**config.mk**
```make
export PLATFORM = sky130hd
export DESIGN_NAME = ser_status_reg
export DESIGN_NICKNAME = d
export VERILOG_FILES = /design/src/rtl/ser_status_pkg.sv /design/src/rtl/ser_flag_cell.sv /design/src/rtl/ser_rx_gate.sv /design/src/rtl/ser_status_reg.sv
export SDC_FILE = /design/constraint.sdc
export NUM_CORES = 1
export LEC_CHECK = 0
export CAP_MARGIN = 25
export CORE_UTILIZATION = 40
export DETAILED_ROUTE_END_ITERATION = 8
export DONT_BUFFER_PORTS = 1
export HOLD_SLACK_MARGIN = 0.06
export RECOVER_POWER = 100
export SLEW_MARGIN = 20
export SYNTH_ARGS = -nofsm -noshare
export SYNTH_HDL_FRONTEND = slang
export SYNTH_SLANG_ARGS = --single-unit
```
**constraint.sdc**
```tcl
create_clock -name clk -period 2.4 [get_ports clk]
set_input_delay 0.48 -clock clk [delete_from_list [all_inputs] [get_ports clk]]
set_output_delay 0.48 -clock clk [all_outputs]
set_load 0.05 [all_outputs]
```
**src/rtl/ser_status_pkg.sv**
```systemverilog
package ser_status_pkg;

    localparam int DATA_W    = 8;
    localparam int NUM_FLAGS = 5;

    localparam int POS_TXE  = 7;
    localparam int POS_RXF  = 6;
    localparam int POS_OVR  = 5;
    localparam int POS_FRM  = 4;
    localparam int POS_PAR  = 3;
    localparam int POS_TFIN = 2;
    localparam int POS_MPB  = 1;

    typedef enum logic [2:0] {
        FL_TXE = 3'd0,
        FL_RXF = 3'd1,
        FL_OVR = 3'd2,
        FL_FRM = 3'd3,
        FL_PAR = 3'd4
    } flag_id_e;

    typedef struct packed {
        logic done;
        logic frm_err;
        logic par_err;
        logic mpb;
    } rx_evt_t;

    typedef struct packed {
        logic load;
        logic set_rxf;
        logic set_ovr;
        logic set_frm;
        logic set_par;
    } rx_act_t;

    function automatic int flag_pos(input int idx);
        case (idx)
            FL_TXE:  return POS_TXE;
            FL_RXF:  return POS_RXF;
            FL_OVR:  return POS_OVR;
            FL_FRM:  return POS_FRM;
            default: return POS_PAR;
        endcase
    endfunction

    function automatic logic [DATA_W-1:0] pack_status(
        input logic [NUM_FLAGS-1:0] flags,
        input logic                 tfin,
        input logic                 mpb
    );
        logic [DATA_W-1:0] r;
        r = '0;
        for (int i = 0; i < NUM_FLAGS; i++) r[flag_pos(i)] = flags[i];
        r[POS_TFIN] = tfin;
        r[POS_MPB]  = mpb;
        return r;
    endfunction

endpackage

```
**src/rtl/ser_flag_cell.sv**
```systemverilog
module ser_flag_cell #(
    parameter logic RESET_VAL = 1'b0
) (
    input  logic clk,
    input  logic rst,
    input  logic hw_set,
    input  logic hw_clr,
    input  logic rd_stb,
    input  logic wr_stb,
    input  logic wr_bit,
    output logic flag
);
    logic flag_q, armed_q;
    logic sw_clear;

    // software clear needs a prior read of 1 with no set since
    assign sw_clear = wr_stb && !wr_bit && armed_q;

    always_ff @(posedge clk) begin
        if (rst) begin
            flag_q  <= RESET_VAL;
            armed_q <= 1'b0;
        end else begin
            if (hw_set)                  flag_q <= 1'b1;
            else if (hw_clr || sw_clear) flag_q <= 1'b0;

            if (hw_set || hw_clr || sw_clear) armed_q <= 1'b0;
            else if (rd_stb && flag_q)        armed_q <= 1'b1;
        end
    end

    assign flag = flag_q;
endmodule

```
**src/rtl/ser_rx_gate.sv**
```systemverilog
module ser_rx_gate
    import ser_status_pkg::*;
(
    input  rx_evt_t evt,
    input  logic    rxf_now,
    input  logic    standby,
    output rx_act_t act
);
    logic clean;

    assign clean = evt.done && !evt.frm_err && !evt.par_err;

    always_comb begin
        act         = '0;
        act.set_frm = evt.frm_err;
        act.set_par = evt.par_err;
        act.set_ovr = evt.done && rxf_now && !standby;
        act.load    = clean && !rxf_now && !standby;
        act.set_rxf = act.load;
    end
endmodule

```
**src/rtl/ser_status_reg.sv**
```systemverilog
module ser_status_reg
    import ser_status_pkg::*;
(
    input  logic        clk,
    input  logic        rst,
    input  logic        rd_stb,
    input  logic        wr_stb,
    input  logic [7:0]  wr_data,
    output logic [7:0]  rd_data,
    input  logic        tx_moved,
    input  logic        tx_enable,
    input  logic        tx_finished,
    input  logic        rx_done,
    input  logic        rx_frame_err,
    input  logic        rx_parity_err,
    input  logic        rx_mpb,
    input  logic        standby,
    output logic        rx_load
);
    localparam logic [NUM_FLAGS-1:0] RESET_FLAGS = NUM_FLAGS'(1) << FL_TXE;

    rx_evt_t              evt;
    rx_act_t              act;
    logic [NUM_FLAGS-1:0] flags, set_v, clr_v;
    logic                 mpb_q;

    assign evt = '{done: rx_done, frm_err: rx_frame_err,
                   par_err: rx_parity_err, mpb: rx_mpb};

    ser_rx_gate u_gate (
        .evt     (evt),
        .rxf_now (flags[FL_RXF]),
        .standby (standby),
        .act     (act)
    );

    always_comb begin
        set_v         = '0;
        clr_v         = '0;
        set_v[FL_TXE] = tx_moved || !tx_enable || standby;
        set_v[FL_RXF] = act.set_rxf;
        set_v[FL_OVR] = act.set_ovr;
        set_v[FL_FRM] = act.set_frm;
        set_v[FL_PAR] = act.set_par;
        clr_v[FL_RXF] = standby;
    end

    for (genvar g = 0; g < NUM_FLAGS; g++) begin : g_flag
        ser_flag_cell #(.RESET_VAL(RESET_FLAGS[g])) u_cell (
            .clk    (clk),
            .rst    (rst),
            .hw_set (set_v[g]),
            .hw_clr (clr_v[g]),
            .rd_stb (rd_stb),
            .wr_stb (wr_stb),
            .wr_bit (wr_data[flag_pos(g)]),
            .flag   (flags[g])
        );
    end

    always_ff @(posedge clk) begin
        if (rst)          mpb_q <= 1'b0;
        else if (rx_done) mpb_q <= rx_mpb;
    end

    assign rd_data = pack_status(flags, tx_finished, mpb_q);
    assign rx_load = act.load;
endmodule

```
==> flow_metrics.env <==
export IMPL_maxSlewViolCount=0
export IMPL_critical_path_class="flop to output pin"
export IMPL_rows=12
export IMPL_async_reset_ff_frac=0
export IMPL_min_from="rst"
export IMPL_die_h_um=38.38
export IMPL_grt_pass1_wl_mm=1.573
export IMPL_drtIter0Drc=1
export IMPL_period_needed_ns=2.094
export IMPL_first_global_vias=375
export IMPL_cp_end_kind="output pin"
export IMPL_grt_start_max_net_pins=10
export IMPL_synth_simple_area_share=0.2624
export IMPL_slew_limit_headroom=0.5579
export IMPL_max_freq_ghz=0.4775
export IMPL_peakVddDrop_v=0.0004099
export IMPL_postRouteAntennaNets=0
export IMPL_multi_input_area_um2=240.2
export IMPL_coreArea_mm2=0.001171
export IMPL_synth_nets=78
export IMPL_grt_util_all_layers=0.1630
export IMPL_max_stage_delay_ns=0.53
export IMPL_die_w_um=38.38
export IMPL_cp_start_kind="flop"
export IMPL_yosysTopAreaCellShare=0.4161
export IMPL_max_cap_violations=0
export IMPL_firstDrtPassIters=2
export IMPL_drc=0
export IMPL_r2r_slack_ns=1.21
export IMPL_dp_cells=64
export IMPL_gp_congestion=0.6201
export IMPL_fin_skew_ns=0.008246
export IMPL_cp_slowest_cell="dfxtp_1"
export IMPL_stdcell_area_um2=513.0
export IMPL_num_fill_cells=128
export IMPL_placedInstanceArea_um2=489.2
export IMPL_synth_top_family_by_area="simple AND/OR/NAND/NOR gates"
export IMPL_status="complete, no violations"
export IMPL_crit_fanout=5
export IMPL_vias=383
export IMPL_dp_slack_ns=0.6516
export IMPL_syn_area_per_cell_um2=9.125
export IMPL_holdPathStages=1
export IMPL_cts_resized_gates=0
export IMPL_synth_fa_ha_area_frac=0
export IMPL_root_buffer="clkbuf_4"
export IMPL_route_layer_met1_wl_um=434
export IMPL_finalSetupTns_ns=0
export IMPL_finalCritPeriodShare=0.8726
export IMPL_cts_buffers=3
export IMPL_ys_ff_latch=11
export IMPL_synth_edff_count=0
export IMPL_yosysMostFrequentCell="dfxtp_1"
export IMPL_top_layer="met4"
export IMPL_synth_top_flop_cell="dfxtp_1"
export IMPL_start_util=0.4519
export IMPL_r2r_end="g_flag[1].u_cell.flag"
export IMPL_clk_pin_slew_ns=0.08
export IMPL_cts_setup_buffers=0
export IMPL_netlist_cell_type_count=18
export IMPL_final_seq_area_um2=220.2
export IMPL_drive_gt1_frac=0.1111
export IMPL_fin_ws_ns=0.3057
export IMPL_cts_tree="yes"
export IMPL_rr_worst_depth=3
export IMPL_wl_met2_um=463
export IMPL_rsz0062_at_grt="no"
export IMPL_synth_top_cell_by_area="dfxtp_1"
export IMPL_synthCells=58
export IMPL_synth_area_um2=529.3
export IMPL_hold_buffers=0
export IMPL_place_hpwl_um=723.1
export IMPL_worstPathRequired_ns=1.92
export IMPL_fin_nets=75
export IMPL_drt_wl_total_um=994
export IMPL_area_growth_pct=-3.073
export IMPL_hold_viol=0
export IMPL_cts_sinks=11
export IMPL_yosysSeqAreaShare=0.4161
export IMPL_synth_compound_area_frac=0.1655
export IMPL_crit_chain="nor4b_4, nor2b_1, clkbuf_2"
export IMPL_dr_wl_met3_um=86
export IMPL_synthTopCellsByCount="dfxtp_1 (11), nand3b_1 (9), buf_4 (8)"
export IMPL_htree_levels=1
export IMPL_layout_cells_non_filler=68
export IMPL_antenna_found_initial=0
export IMPL_yosys_top_cells_area="dfxtp_1 (42%), nand3b_1 (13%), buf_4 (11%)"
export IMPL_num_antenna_cells=0
export IMPL_muxShareOfSynthArea=0.01891
export IMPL_min_to="g_flag[2].u_cell.flag"
export IMPL_synth_xor_area_share=0
export IMPL_setup_violations=0
export IMPL_critPathArrivalTime_ns=1.61
export IMPL_gr_total_overflow=0
export IMPL_min_path_type="input pin to flop"
export IMPL_yosys_warnings=0
export IMPL_die_area_mm2=0.001473
export IMPL_wl_per_cell_um=14.62
export IMPL_cts_buffer_depth=2
export IMPL_power_density_cell_area_mw_per_mm2=690.1
export IMPL_p_leak_nw=0.1817
export IMPL_r2r_start="g_flag[1].u_cell.flag"
export IMPL_port_buffers=0
export IMPL_io_pins=29
export IMPL_worstSkewPairLatency_ns=0.27
export IMPL_worst_pin_slew_ns=0.6623
export IMPL_via_per_inst=5.632
[layout make-up]
cell class / instances / area share
clock buffers: 4 / 0.05122
repair buffers: 1 / 0.009756
multi-input cells: 37 / 0.4683
inverters: 1 / 0.007317
flip-flops and latches: 11 / 0.4293
well taps: 14 / 0.03415
[metal layers]
metal	GRT usage	vias to the layer above
li1	-	186
met1	0.1620	181
met2	0.2585	14
met3	0.1105	2
met4	0.07759	0
met5	0	-
[cell families after synthesis]
kind of cell / count (synthesis)
multiplexers: 1
flip-flops: 11
buffers and inverters: 10
other: 1
AO/OA/AOI/OAI: 15
AND/OR/NAND/NOR: 20
[metrics by stage]
step	hold WS, ns	power [W]	util
after floorplan	0.4499	0.0002413	-
after global placement	0.4687	0.0002309	0.4177
after detailed placement	0.4802	0.0002312	0.4177
final	0.2665	0.0003540	0.4380
after global routing	0.2543	0.0003715	0.4380
after CTS	0.2588	0.0003601	0.4402
[flip-flops by register name, summed over array words and instances (netlist names)]
signal                 flops
g_flag.u_cell.armed_q      5
g_flag.u_cell.flag         5
mpb_q                      1
[worst max-delay path by stage]
stage,from,endpoint,slack [ns],depth (start not counted)
6_report,g_flag[1].u_cell.flag,rx_load,0.31,3
5_1_grt,g_flag[1].u_cell.flag,rx_load,0.23,3
3_3_place_gp,g_flag[1].u_cell.flag,rx_load,0.65,3
2_1_floorplan,rx_frame_err,rx_load,0.40,2
3_5_place_dp,g_flag[1].u_cell.flag,rx_load,0.65,3
4_1_cts,g_flag[1].u_cell.flag,rx_load,0.36,3
[critical path: cells and delay by family, from the launching register on]
kind / cells / cell delay [ns]
buffers and inverters: 1 / 0.28
DFF: 1 / 0.53
and+or+nand+nor: 2 / 0.54
[where the power goes]
part | internal [W] | switching, W | total [W]
logic | 0.00000968 | 0.0000108 | 0.0000205
registers | 0.000188 | 0.0000182 | 0.000206
clock network | 0.0000643 | 0.0000632 | 0.000128
total | 0.000262 | 0.0000922 | 0.000354
[layout by cell type (no fill, tap or decap), types with 2 or more instances in the layout]
master and instances:
dfxtp_1 11, nand3b_1 9, a21oi_1 7, nor2_1 5, o21ai_0 4, clkbuf_4 3, a211oi_1 2, nand2_1 2
Power figures use the tool's default switching activity.
